**config.mk**
```make
export PLATFORM = sky130hd
export DESIGN_NAME = wdt_timebase
export DESIGN_NICKNAME = d
export VERILOG_FILES = /design/src/rtl/wdtb_pkg.sv /design/src/rtl/wdtb_div_chain.sv /design/src/rtl/wdtb_tap_sel.sv /design/src/rtl/wdtb_tbase_irq.sv /design/src/rtl/wdtb_watchdog.sv /design/src/rtl/wdt_timebase.sv
export SDC_FILE = /design/constraint.sdc
export NUM_CORES = 1
export LEC_CHECK = 0
export ABC_AREA = 1
export BUFFER_PORTS_ARGS = -buffer_cell sky130_fd_sc_hd__clkbuf_2
export CAP_MARGIN = 20
export CORE_ASPECT_RATIO = 1.25
export CORE_UTILIZATION = 64
export CTS_BUF_LIST = sky130_fd_sc_hd__clkbuf_8
export DETAILED_ROUTE_END_ITERATION = 8
export PLACE_DENSITY = 0.93
export SYNTH_ARGS = -nofsm -noshare
export SYNTH_HDL_FRONTEND = slang
export SYNTH_SLANG_ARGS = --single-unit
```
**constraint.sdc**
```tcl
create_clock -name clk -period 3.45 [get_ports clk]
set_clock_uncertainty 0.05 [all_clocks]
set_input_delay 0.5175 -clock clk [delete_from_list [all_inputs] [get_ports clk]]
set_output_delay 0.5175 -clock clk [all_outputs]
set_load 0.05 [all_outputs]
```
**src/rtl/wdtb_pkg.sv**
```systemverilog
package wdtb_pkg;
  // Clamp a select code to the highest valid choice.
  function automatic int clamp_sel(input int code, input int hi);
    return (code > hi) ? hi : code;
  endfunction
endpackage

```
**src/rtl/wdtb_div_chain.sv**
```systemverilog
module wdtb_div_chain #(
  parameter int PRE_W = 7,
  parameter int DIV_W = 8,
  localparam int CH_W = PRE_W + DIV_W
) (
  input  logic            clk,
  input  logic            rst,
  input  logic            tick,
  output logic [CH_W-1:0] chain_o
);
  logic [PRE_W-1:0] pre_q;
  logic [DIV_W-1:0] div_q;
  logic             pre_wrap;

  assign pre_wrap = tick & (&pre_q);

  always_ff @(posedge clk) begin
    if (rst) begin
      pre_q <= '0;
      div_q <= '0;
    end else begin
      if (tick)     pre_q <= pre_q + 1'b1;
      if (pre_wrap) div_q <= div_q + 1'b1;
    end
  end

  assign chain_o = {div_q, pre_q};
endmodule

```
**src/rtl/wdtb_tap_sel.sv**
```systemverilog
module wdtb_tap_sel #(
  parameter int NUM   = 7,
  parameter int SEL_W = 3
) (
  input  logic             clk,
  input  logic             rst,
  input  logic [SEL_W-1:0] sel,
  input  logic [NUM-1:0]   taps_i,
  output logic             tap_o
);
  logic [SEL_W-1:0] idx;
  logic             tap_q;

  assign idx = SEL_W'(wdtb_pkg::clamp_sel(int'(sel), NUM - 1));

  always_ff @(posedge clk) begin
    if (rst) tap_q <= 1'b0;
    else     tap_q <= taps_i[idx];
  end

  assign tap_o = tap_q;
endmodule

```
**src/rtl/wdtb_tbase_irq.sv**
```systemverilog
module wdtb_tbase_irq #(
  parameter int TB_MIN = 12,
  parameter int TB_NUM = 4,
  parameter int SEL_W  = 2,
  localparam int USE_W = TB_MIN + TB_NUM - 1
) (
  input  logic             clk,
  input  logic             rst,
  input  logic             tick,
  input  logic [SEL_W-1:0] sel,
  input  logic [USE_W-1:0] low_i,
  output logic             irq_o
);
  logic [TB_NUM-1:0] wrap;
  logic [SEL_W-1:0]  idx;
  logic              irq_q;

  generate
    for (genvar i = 0; i < TB_NUM; i++) begin : g_wrap
      assign wrap[i] = &low_i[TB_MIN+i-1:0];
    end
  endgenerate

  assign idx = SEL_W'(wdtb_pkg::clamp_sel(int'(sel), TB_NUM - 1));

  always_ff @(posedge clk) begin
    if (rst) irq_q <= 1'b0;
    else     irq_q <= tick & wrap[idx];
  end

  assign irq_o = irq_q;

  p_tb_single_r2: assert property (@(posedge clk) disable iff (rst)
    irq_q |=> !irq_q);
endmodule

```
**src/rtl/wdtb_watchdog.sv**
```systemverilog
module wdtb_watchdog #(
  parameter int WDT_LOG2 = 16
) (
  input  logic clk,
  input  logic rst,
  input  logic tick,
  input  logic wdt_en,
  input  logic dual_clr,
  input  logic clr_cmd,
  input  logic clr1_cmd,
  input  logic clr2_cmd,
  input  logic halt_cmd,
  input  logic pwr_up,
  input  logic ext_rst,
  output logic chip_rst_o,
  output logic warm_rst_o,
  output logic to_o,
  output logic pd_o
);
  logic [WDT_LOG2-1:0] cnt_q;
  logic seen1_q, seen2_q, halt_q;
  logic chip_q, warm_q, to_q, pd_q;
  logic accept, hold_clr, expire;

  always_comb begin
    accept   = wdt_en & ((~dual_clr & clr_cmd) |
               (dual_clr & (seen1_q | clr1_cmd) & (seen2_q | clr2_cmd)));
    hold_clr = accept | halt_cmd | ext_rst;
    expire   = wdt_en & tick & (&cnt_q) & ~hold_clr;
  end

  always_ff @(posedge clk) begin
    if (rst) begin
      cnt_q   <= '0;
      seen1_q <= 1'b0;
      seen2_q <= 1'b0;
      halt_q  <= 1'b0;
      chip_q  <= 1'b0;
      warm_q  <= 1'b0;
      to_q    <= 1'b0;
      pd_q    <= 1'b0;
    end else begin
      if (!wdt_en || hold_clr || expire) cnt_q <= '0;
      else if (tick)                     cnt_q <= cnt_q + 1'b1;

      if (!wdt_en || !dual_clr || hold_clr || expire) begin
        seen1_q <= 1'b0;
        seen2_q <= 1'b0;
      end else begin
        seen1_q <= seen1_q | clr1_cmd;
        seen2_q <= seen2_q | clr2_cmd;
      end

      chip_q <= expire & ~halt_q;
      warm_q <= expire & halt_q;

      if (halt_cmd)                          halt_q <= 1'b1;
      else if (pwr_up || accept || expire)   halt_q <= 1'b0;

      if (pwr_up)        pd_q <= 1'b0;
      else if (halt_cmd) pd_q <= 1'b1;
      else if (accept)   pd_q <= 1'b0;

      if (pwr_up || accept || halt_cmd) to_q <= 1'b0;
      else if (expire)                  to_q <= 1'b1;
    end
  end

  assign chip_rst_o = chip_q;
  assign warm_rst_o = warm_q;
  assign to_o       = to_q;
  assign pd_o       = pd_q;

  p_req_excl_r10: assert property (@(posedge clk) disable iff (rst)
    !(chip_q && warm_q));
  p_req_pulse_r6: assert property (@(posedge clk) disable iff (rst)
    chip_q |=> !chip_q);
  p_halt_flags_r9: assert property (@(posedge clk) disable iff (rst)
    (halt_cmd && !pwr_up) |=> (pd_q && !to_q));
  p_off_quiet_r11: assert property (@(posedge clk) disable iff (rst)
    (!wdt_en && $past(!wdt_en)) |-> !(chip_q || warm_q));
  p_pwrup_r12: assert property (@(posedge clk) disable iff (rst)
    pwr_up |=> (!to_q && !pd_q));
  p_extclr_r9: assert property (@(posedge clk) disable iff (rst)
    ext_rst |=> !(chip_q || warm_q));
endmodule

```
**src/rtl/wdt_timebase.sv**
```systemverilog
module wdt_timebase #(
  parameter int PRE_W     = 7,
  parameter int DIV_W     = 8,
  parameter int WDT_LOG2  = 16,
  parameter int TB_MIN    = 12,
  parameter int TB_NUM    = 4,
  parameter int TB_SEL_W  = 2,
  parameter int LCD_MIN   = 2,
  parameter int LCD_NUM   = 7,
  parameter int LCD_SEL_W = 3,
  parameter int BZ_MIN    = 2,
  parameter int BZ_NUM    = 8,
  parameter int BZ_SEL_W  = 3
) (
  input  logic                 clk,
  input  logic                 rst,
  input  logic                 tick,
  input  logic                 wdt_en,
  input  logic                 dual_clr,
  input  logic                 clr_cmd,
  input  logic                 clr1_cmd,
  input  logic                 clr2_cmd,
  input  logic                 halt_cmd,
  input  logic                 pwr_up,
  input  logic                 ext_rst,
  input  logic [TB_SEL_W-1:0]  tb_sel,
  input  logic [LCD_SEL_W-1:0] lcd_sel,
  input  logic [BZ_SEL_W-1:0]  bz_sel,
  output logic                 chip_rst_req,
  output logic                 warm_rst_req,
  output logic                 to_flag,
  output logic                 pd_flag,
  output logic                 tb_irq,
  output logic                 lcd_clk,
  output logic                 bz_clk
);
  localparam int CH_W   = PRE_W + DIV_W;
  localparam int TB_USE = TB_MIN + TB_NUM - 1;

  logic [CH_W-1:0] chain;

  wdtb_div_chain #(.PRE_W(PRE_W), .DIV_W(DIV_W)) u_chain (
    .clk(clk), .rst(rst), .tick(tick), .chain_o(chain));

  wdtb_tbase_irq #(.TB_MIN(TB_MIN), .TB_NUM(TB_NUM), .SEL_W(TB_SEL_W)) u_tb (
    .clk(clk), .rst(rst), .tick(tick), .sel(tb_sel),
    .low_i(chain[TB_USE-1:0]), .irq_o(tb_irq));

  wdtb_tap_sel #(.NUM(LCD_NUM), .SEL_W(LCD_SEL_W)) u_lcd (
    .clk(clk), .rst(rst), .sel(lcd_sel),
    .taps_i(chain[LCD_MIN-1 +: LCD_NUM]), .tap_o(lcd_clk));

  wdtb_tap_sel #(.NUM(BZ_NUM), .SEL_W(BZ_SEL_W)) u_bz (
    .clk(clk), .rst(rst), .sel(bz_sel),
    .taps_i(chain[BZ_MIN-1 +: BZ_NUM]), .tap_o(bz_clk));

  wdtb_watchdog #(.WDT_LOG2(WDT_LOG2)) u_wdt (
    .clk(clk), .rst(rst), .tick(tick), .wdt_en(wdt_en), .dual_clr(dual_clr),
    .clr_cmd(clr_cmd), .clr1_cmd(clr1_cmd), .clr2_cmd(clr2_cmd),
    .halt_cmd(halt_cmd), .pwr_up(pwr_up), .ext_rst(ext_rst),
    .chip_rst_o(chip_rst_req), .warm_rst_o(warm_rst_req),
    .to_o(to_flag), .pd_o(pd_flag));

  p_reset_quiet_r1: assert property (@(posedge clk)
    $past(rst) |-> !(chip_rst_req || warm_rst_req || tb_irq));
endmodule

```
After elaboration in Yosys (flattened, before gate mapping). Cells that the tools add are included.

Flip-flop bits (word level): 41. Input port bits: 19. Word-level logic and storage cells: 72. Output and inout port bits: 7.

Order comparisons: 4. Reductions and logical operators: 22. $add $sub $neg: 3. Bitwise gates (word level): 19. Multiplexer cells: 11.

Operators with widths (count): 16-bit by 1-bit adder with 16-bit output (second input constant) (1); 16-bit AND reduction (1); 15-bit AND reduction (1); 14-bit AND reduction (1); 13-bit AND reduction (1); 12-bit AND reduction (1); 1-bit AND (11); 8-bit by 1-bit adder with 8-bit output (second input constant) (1); 1-bit logical OR (8); 3-bit by 4-bit less-than comparator with 1-bit output (second input constant) (2); 2-bit OR reduction (4); 7-bit by 1-bit adder with 7-bit output (second input constant) (1); 1-bit two-way mux (7); 7-bit AND reduction (1); 1-bit binary-select mux with 3-bit select (2); 1-bit OR (5); 2-bit nonzero test (2); 3-bit > comparator (second input constant) (1); 2-bit by 3-bit less-than comparator with 1-bit output (second input constant) (1); 3-bit two-way mux (1); 1-bit inverter (3); 1-bit binary-select mux with 2-bit select (1); 1-bit zero test (2).

Logic depth before layout (Yosys ltp). Gate-level depths: netlist of the first run.

Depth in word-level cells: 12. Depth in mapped cells: 10. Gate-level depth less buffers: 9.

By module. From an unflattened synthesis of the first run, not the netlist that was laid out.

Cells, all modules: 319. Area, all modules: 2212.1 um^2.

By module, submodules not included: wdtb_watchdog (sequential area each 460.4 um^2, area each 1081.0 um^2, times used 1, cells an instance 140); wdtb_div_chain (sequential area each 300.3 um^2, area each 787.0 um^2, times used 1, cells an instance 107); wdtb_tap_sel at u_bz (sequential area each 20.0 um^2, area each 131.4 um^2, times used 1, cells an instance 29); wdtb_tbase_irq (sequential area each 20.0 um^2, area each 112.6 um^2, times used 1, cells an instance 23); wdtb_tap_sel at u_lcd (sequential area each 20.0 um^2, area each 100.1 um^2, times used 1, cells an instance 20).

Least setup slack after synthesis of the first run. OpenSTA, ideal clock, no wires.

Path kind: input -> register. From: in clr1_cmd. To: reg u_wdt.cnt_q[12]. Library setup time: 62 ps. Path buffers: 1. Path slack: 2061 ps. Stages: 10. Arrival: 1277 ps. Required time: 3338 ps. Cell sequence: inv_1 nand2_1 nand2_1 nand2_1 nand2_1 nand3_1 inv_1 nand2_4 buf_12 nor2_2.

Longest elaborated chain between the ends: 11. Elaborated cells between the ends (all ways): 12. Those cells by class: bitwise: 9; reduce/logical: 3.

RTL lines: start: declaration (line wdt_timebase.sv:21) `input logic clr1_cmd,`; 1-bit OR (*) (line wdtb_watchdog.sv:27) `(dual_clr & (seen1_q | clr1_cmd) & (seen2_q | clr2_cmd)));`; 1-bit AND (*) (2 in a row) (line wdtb_watchdog.sv:27); 1-bit OR (*) (line wdtb_watchdog.sv:26) `accept = wdt_en & ((~dual_clr & clr_cmd) |`; 1-bit AND (*) (line wdtb_watchdog.sv:26); 1-bit OR (*) (2 in a row) (line wdtb_watchdog.sv:28) `hold_clr = accept | halt_cmd | ext_rst;`; 1-bit inverter (line wdtb_watchdog.sv:29) `expire = wdt_en & tick & (&cnt_q) & ~hold_clr;`; 1-bit AND (line wdtb_watchdog.sv:29); 1-bit logical OR (*) (line wdtb_watchdog.sv:43) `if (!wdt_en || hold_clr || expire) cnt_q <= '0;`; 2-bit OR reduction (no line) (*); end signal: assignment (line wdtb_watchdog.sv:44) `else if (tick) cnt_q <= cnt_q + 1'b1;`; end: declaration (line wdtb_watchdog.sv:20) `logic [WDT_LOG2-1:0] cnt_q;`.

Every way passes the cells marked *; elsewhere a longest branch is shown, timed or not. A chain may end at the register's enable or synchronous reset.

Final worst setup path of the first run.
From: reg u_chain.pre_q[1]. To: reg u_chain.div_q[2].

Longest elaborated chain between the ends: 2.

RTL lines: start: declaration (line wdtb_div_chain.sv:11) `logic [PRE_W-1:0] pre_q;`; start signal: assignment (line wdtb_div_chain.sv:22) `if (tick) pre_q <= pre_q + 1'b1;`; 7-bit AND reduction (line wdtb_div_chain.sv:15) `assign pre_wrap = tick & (&pre_q);`; 1-bit AND (line wdtb_div_chain.sv:15); end signal: assignment (line wdtb_div_chain.sv:23) `if (pre_wrap) div_q <= div_q + 1'b1;`; end: declaration (line wdtb_div_chain.sv:12) `logic [DIV_W-1:0] div_q;`.

No other way between the ends.

==> impl_metrics.ini, run 1 <==
[grt]
antenna_found_initial = 0
grt_max_degree = 15
grt_pass1_wl_um = 6980
grt_use_total_pct = 26.7
grt_overflow = 0
grt_pass1_vias = 1799

[status]
outcome = finished, final reports clean

[worst_setup_path]
worst_r2r_startpoint = u_chain.pre_q[1]$_SDFFE_PP0P_
path_buf_inv = 0
path_class = flop to flop
critPathMaxStageDelay_ns = 0.41
r2r_slack_ns = 1.83
crit_arrival_ns = 1.76
slowest_stage = dfxtp_1
required_ns = 3.59
crit_chain = ha_1 > nand3_2 > nor2_1 > nand2_1 > nor2_4 > nand3_1 > nand2_1 > a21oi_1
worstPathMaxFanout = 8
cp_top_family = simple AND/OR/NAND/NOR gates
reg2reg_depth = 8
critPathCaptureType = flop
cpMostUsedCell = nand2_1
r2r-end = u_chain.div_q[2]$_SDFFE_PP0P_
startpoint_type = flop

[floorplan]
core_um2 = 3190
io_pins = 26
start_util_pct = 66.3
die_area_um2 = 3540
die_w_um = 53.4
rows = 23
dieHeight_um = 66.3

[routing]
drt_wl_total_um = 4240
vias = 1958
drt-pass1-iter-count = 4
ant_nets = 0
vias_per_cell = 5.32
drc_errors = 0
drt_iter0_drc = 64
wire_per_inst_um = 11.5

[cts]
cts_resized = 0
cts_buffer_depth = 2
cts_max_level = 2
clk_latency_ns = 0.29
clock-sinks = 41
cts_setup_buffers = 0
clkSlewWorstSetupHoldPaths_ns = 0.08
cts_tree = built
holdBufCountCts = 0
root_buffer = clkbuf_8
cts-buffers-inserted = 5

[synthesis]
ys_seq_elements = 41
yosysSeqAreaShare_pct = 38.8
ys_types = 26
syn_avg_cell_area_um2 = 6.99
synth_area_leaders = dfxtp_1 (39%), nand2_1 (13%), inv_1 (7.1%), nor2_1 (6.9%), a21oi_1 (5.2%)
async_flop_share_pct = 0
netlist_area_um2 = 2120
synth.most_common_cell = nand2_1
synth_top_area_cell = dfxtp_1
synth-edff-count = 0
syn_inst = 303
synth_top_area_share_pct = 38.8
synthTopCellsByCount = nand2_1 (71), dfxtp_1 (41), inv_1 (40)
yosys_warnings = 0
synthFlopType = dfxtp_1
synth_nets = 325

[timing]
relSlewSlack_pct = 76.2
fin_crit_ns = 1.62
grt_setup_unrepaired = no
finalCritPeriodShare_pct = 47.0
setup-tns-final_ns = 0
finalHoldViolations = 0
max_freq_mhz = 616
worst_pin_slew_ns = 0.356
setup_violations = 0
drv_slew = 0

[pwr]
p_seq_share_pct = 56.3
p_int_mw = 0.655
peakVddDrop_uv = 350
powerDensity_nw_per_um2 = 367
clockPowerShare_pct = 36.5
fin_total_pwr_mw = 0.858
switching_share_pct = 23.7
power_frac_comb_pct = 7.2
switchingPower_mw = 0.203
p_leak_nw = 0.949

[final_layout]
stdcell_count = 368
fillCellCount = 258
fin_util_pct = 73.2
drive_gt1_share_pct = 16.3
layout.nets = 353
diodes = 0
syn_to_final_growth_pct = 10.4

[placed_design]
dp_cells = 361
portBuffers = 25
dpl.hpwl_um = 3090
finalWeightedCongestion = 0.836

[min_path]
hp-start = pwr_up
whs_path_depth = 2
min_to = u_wdt.pd_o$_SDFFE_PP0P_
min_path_type = primary input to flop

[flow_run]
cap_violations = 0
[power groups by stage]
stage               Sequential, mW  Combinational, mW  Clock, mW
finish                       0.483             0.0618      0.314
global route                 0.484             0.0696      0.337
CTS                          0.483             0.0619      0.318
detailed placement           0.494             0.0611          0
global placement             0.494             0.0600          0
floorplan                    0.500             0.0339          0
[cells by family (layout without fill, tap and decap cells)]
group / Yosys count / after routing / share of synthesized area (%)
AND/OR/NAND/NOR: 162 / 162 / 35.6
buffers and inverters: 46 / 74 / 9.22
flip-flops: 41 / 41 / 38.8
AO/OA/AOI/OAI: 39 / 39 / 9.63
XOR/XNOR: 12 / 12 / 4.96
adder cells (fa/ha/maj): 3 / 3 / 1.77
[sequential cells by signal, indices dropped and copies added, names as in the netlist]
signal	flops
u_bz.tap_o	1
u_chain.div_q	8
u_chain.pre_q	7
u_lcd.tap_o	1
u_tb.irq_o	1
u_wdt.chip_rst_o	1
u_wdt.cnt_q	16
u_wdt.halt_q	1
u_wdt.pd_o	1
u_wdt.seen1_q	1
u_wdt.seen2_q	1
u_wdt.to_o	1
u_wdt.warm_rst_o	1
[per-layer routing]
| metal | vias up | part of all wire [%] | GRT usage, % |
|---|---|---|---|
| met5 | - | 0 | 0 |
| met4 | 0 | 2.0 | 13.2 |
| met3 | 9 | 3.5 | 7.13 |
| met2 | 44 | 56 | 49.8 |
| met1 | 889 | 39 | 25.7 |
| li1 | 1016 | - | - |
[worst reg2reg max path, delay by kind of cell (launching register included)]
family / cells / cell delay (ns)
flops: 1 / 0.41
compound gates: 1 / 0.04
fa+ha+maj: 1 / 0.25
simple gates: 6 / 0.76
[through the flow]
stage	area, um^2	hold slack (ns)	setup WS, ns
6_report	2340	0.367	1.83
5_1_grt	2340	0.365	1.69
4_1_cts	2340	0.357	1.82
3_5_place_dp	2250	0.403	1.71
3_3_place_gp	2250	0.392	1.73
2_1_floorplan	2120	0.363	2.06
[final cells by class]
cell class | instances | area (um^2) | area share, %
Inverter | 42 | 158 | 6.75
Clock buffer | 6 | 82.6 | 3.53
Multi-Input combinational cell | 216 | 1100 | 47.1
Timing Repair Buffer | 25 | 125 | 5.35
Sequential cell | 41 | 821 | 35.1
Clock inverter | 1 | 3.75 | 0.161
Tap cell | 37 | 46.3 | 1.98
[layout by cell type (no fill, tap or decap), types with 2 or more instances in the layout]
cell type  netlist  final
nand3_2          4      4
nor2_1          39     39
dfxtp_1         41     41
nand3b_1         2      2
nand3_1         14     14
nor2_4           4      4
a21oi_1         22     22
nand4_1          7      7
xor2_1           8      8
nor3_1           7      7
ha_1             3      3
inv_2            2      2
nand2_1         71     71
clkbuf_2         0     25
nand2_2          2      2
o211ai_1         2      2
nor2_2          10     10
o21ai_0         13     13
xnor2_1          4      4
inv_1           40     41
clkbuf_8         0      6
[how the worst max path moves through the flow]
| stage | endpoint | depth (start not counted) | start | slack, ns |
|---|---|---|---|---|
| floorplan | u_wdt.cnt_q[12]$_SDFFE_PP0P_ | 10 | clr1_cmd | 2.06 |
| global placement | u_wdt.cnt_q[10]$_SDFFE_PP0P_ | 8 | tick | 1.73 |
| detailed placement | u_wdt.cnt_q[10]$_SDFFE_PP0P_ | 8 | tick | 1.71 |
| CTS | u_chain.div_q[1]$_SDFFE_PP0P_ | 6 | u_chain.pre_q[1]$_SDFFE_PP0P_ | 1.82 |
| global route | u_chain.div_q[3]$_SDFFE_PP0P_ | 8 | u_chain.pre_q[1]$_SDFFE_PP0P_ | 1.69 |
| finish | u_chain.div_q[2]$_SDFFE_PP0P_ | 8 | u_chain.pre_q[1]$_SDFFE_PP0P_ | 1.83 |
Note: power is estimated with default switching activity, not from simulation.
==> run 2, diff against run 1 <==
--- a/config.mk
+++ b/config.mk
@@ -5,14 +5,14 @@
 export SDC_FILE = /design/constraint.sdc
 export NUM_CORES = 1
 export LEC_CHECK = 0
-export ABC_AREA = 1
+export ABC_AREA = 0
 export BUFFER_PORTS_ARGS = -buffer_cell sky130_fd_sc_hd__clkbuf_2
 export CAP_MARGIN = 20
 export CORE_ASPECT_RATIO = 1.25
-export CORE_UTILIZATION = 64
+export CORE_UTILIZATION = 59
 export CTS_BUF_LIST = sky130_fd_sc_hd__clkbuf_8
 export DETAILED_ROUTE_END_ITERATION = 8
-export PLACE_DENSITY = 0.93
+export PLACE_DENSITY = 0.87
 export SYNTH_ARGS = -nofsm -noshare
 export SYNTH_HDL_FRONTEND = slang
 export SYNTH_SLANG_ARGS = --single-unit
==> constraint.sdc (replaced) <==
create_clock -name clk -period 1.7 [get_ports clk]
set_clock_uncertainty 0.05 [all_clocks]
set_input_delay 0.255 -clock clk [delete_from_list [all_inputs] [get_ports clk]]
set_output_delay 0.255 -clock clk [all_outputs]
set_load 0.05 [all_outputs]
==> run 2 against run 1 <==
Sequential share of layout area rose by 0.75 points. Total power is 100% higher. Die area rose by 0.82%. Flip-flop and latch count is the same. Register-to-register slack got worse by 1.7 ns. Setup slack worse by 1.7 ns. Final area decreased by 2.1%. Via count shrank 17%. Synthesized cell count decreased by 31%. Non-clock buffer count is 16 higher. Hold slack got worse by 0.20 ns. Combinational power grew 80%. Critical path type unchanged. Largest power group unchanged.
==> impl_metrics.ini, run 2 <==
[grt]
grt_use_total_pct = 24.7
grt_use_met2_pct = 45.4
grt_max_degree = 22
grt_overflow = 0
use_met1_pct = 24.7
grt_pass1_vias = 1502
grt_pass1_wl_um = 6290
top_usage_layer = met2
grt.met3_usage_pct = 5.48
antenna_found_initial = 0

[status]
outcome = finished, final reports clean

[final_layout]
largest_reg_flops = 16
register_area_um2 = 821
largestRegisters = u_wdt.cnt_q: 16 flops, u_chain.div_q: 8 flops, u_chain.pre_q: 7 flops
layout.nets = 268
multi_input_comb_area_um2 = 1070
layout_common_cells = dfxtp_1 (41), clkbuf_2 (25), nor2_1 (19), nor3_1 (17), buf_4 (16)
diodes = 0
drive_gt1_share_pct = 25.2
syn_to_final_growth_pct = 16.3
fillCellCount = 249
top_register = u_wdt.cnt_q
layout_commonest_cell = dfxtp_1

[synthesis]
synthTopCellsByCount = dfxtp_1 (41), nor2_1 (19), nor3_1 (17)
async_flop_share_pct = 0
synth_top_area_share_pct = 41.7
synth.most_common_cell = dfxtp_1
synthAdderAreaFrac_pct = 1.91
synth_nets = 230
synthFlopType = dfxtp_1
yosysSeqAreaShare_pct = 41.7
synth-simple-area-share_pct = 28.7
yosys_warnings = 0
ys_seq_elements = 41
synth_area_leaders = dfxtp_1 (42%), xnor2_1 (5.8%), nor3_1 (4.3%), xor2_1 (4.0%), nor2_1 (3.6%)
ys_types = 38
synth_top_area_cell = dfxtp_1
netlist_area_um2 = 1970
synth_top_family_by_area = simple AND/OR/NAND/NOR gates
synthMuxAreaShare_pct = 6.48
syn_avg_cell_area_um2 = 9.46
synthXorXnorAreaFrac_pct = 9.79
synth_compound_gate_area_share_pct = 6.99
synth-edff-count = 0
syn_inst = 208

[timing]
setup-tns-final_ns = 0
worst_pin_slew_ns = 0.320
finalHoldViolations = 0
finalCritPeriodShare_pct = 94.0
grt_setup_unrepaired = no
setup_ws_ns = 0.102
setup_violations = 0
drv_slew = 0
fin_crit_ns = 1.60
max_freq_mhz = 626
relSlewSlack_pct = 78.5

[worst_setup_path]
crit_arrival_ns = 1.76
reg2reg_depth = 4
path_class = flop to flop
required_ns = 1.86
worstPathMaxFanout = 20
startpoint_type = flop
critPathCaptureType = flop

[cts]
cts-buffers-inserted = 5
holdBufCountCts = 0
clkSlewWorstSetupHoldPaths_ns = 0.08
clock-sinks = 41
cts_tree = built
root_buffer = clkbuf_8
cts_max_level = 2
clk_latency_ns = 0.29
cts_buffer_depth = 2

[routing]
drt-pass1-iter-count = 4
wire_per_inst_um = 13.9
drt_iter0_drc = 32
vias = 1632
drc_errors = 0
ant_nets = 0
vias_per_cell = 5.77
drt_wl_total_um = 3930

[placed_design]
portBuffers = 25
finalWeightedCongestion = 0.810
dpl_worst_slack_ns = 0.0528
dpl.hpwl_um = 2820

[pwr]
p_leak_nw = 0.863
peakVddDrop_uv = 632
powerDensity_nw_per_um2 = 757

[floorplan]
die_area_um2 = 3570
core_um2 = 3190
dieHeight_um = 66.6
rows = 23
die_w_um = 53.7
start_util_pct = 61.6
io_pins = 26

[flow_run]
cap_violations = 0

[min_path]
whs_path_depth = 3
min_path_type = primary input to flop
-- run 2: cell types whose count changed in the layout (fill, tap and decap cells not counted), moves of 6 or more --
cell     before  now
nor2_2       10    0
nand3_1      14    6
mux2i_1       0    6
buf_4         0   16
nor3_1        7   17
nor2_1       39   19
inv_1        41    4
a21oi_1      22    7
nand2_1      71   11
or3_1         0    7
xnor2_1       4   13
-- run 2: metrics by stage --
stage	power, mW	hold slack (ns)	util (%)	instance area, um^2	cells
2_1_floorplan	1.05	0.316	-	1970	208
3_3_place_gp	1.10	0.369	68.2	2180	275
3_5_place_dp	1.11	0.397	68.2	2180	275
4_1_cts	1.75	0.162	71.1	2270	282
5_1_grt	1.81	0.189	71.6	2290	283
6_report	1.73	0.166	71.6	2290	283
-- run 2: critical path, cell delays in order (launching register included) --
cell	delay, ns
dfxtp_1	0.32
o22ai_1	0.16
a21oi_1	0.11
or4_4	0.63
nor3_1	0.25
-- run 2: cell families after synthesis --
kind of cell | count (synthesis)
AND/OR/NAND/NOR | 96
flip-flops | 41
AO/OA/AOI/OAI | 23
XOR/XNOR | 22
buffers and inverters | 14
multiplexers | 9
adder cells (fa/ha/maj) | 3
-- run 2: routing by layer --
| metal | up-vias | part of all wire [%] |
|---|---|---|
| li1 | 824 | - |
| met1 | 761 | 40 |
| met3 | 8 | 3.5 |
| met5 | - | 0 |
| met4 | 0 | 2.2 |
| met2 | 39 | 55 |
-- run 2: worst paths after layout --
path,from,to,slack (ns)
setup / recovery,u_wdt.seen1_q$_SDFF_PP0_,u_wdt.cnt_q[0]$_SDFFE_PP0P_,0.10
hold / removal,lcd_sel[2],u_lcd.tap_o$_SDFF_PP0_,0.17
setup reg to reg,u_wdt.seen1_q$_SDFF_PP0_,u_wdt.cnt_q[0]$_SDFFE_PP0P_,0.10
hold reg to reg,u_wdt.halt_q$_SDFFE_PP0P_,u_wdt.chip_rst_o$_SDFF_PP0_,0.40
-- run 2: layout make-up --
class | count | area share, %
clock buffer | 6 | 3.61
inverter | 4 | 0.656
multi-input combinational | 153 | 46.8
timing repair buffer | 41 | 10.7
sequential | 41 | 35.9
tap | 37 | 2.02
clock inverter | 1 | 0.328
-- run 2: what timing repair did --
item | 4_1_cts | 5_1_grt
setup buffers | 0 | 1
endpoints found under the setup margin | 0 | 4
gates resized for setup | 0 | 4
hold endpoints to repair | 0 | 0
-- run 2: power breakdown --
part / total [mW] / switching (mW) / leakage (nW) / internal (mW)
combinational: 0.111 / 0.0586 / 0.489 / 0.0528
sequential: 0.974 / 0.00527 / 0.331 / 0.969
clock: 0.648 / 0.327 / 0.0433 / 0.321
total: 1.73 / 0.391 / 0.863 / 1.34
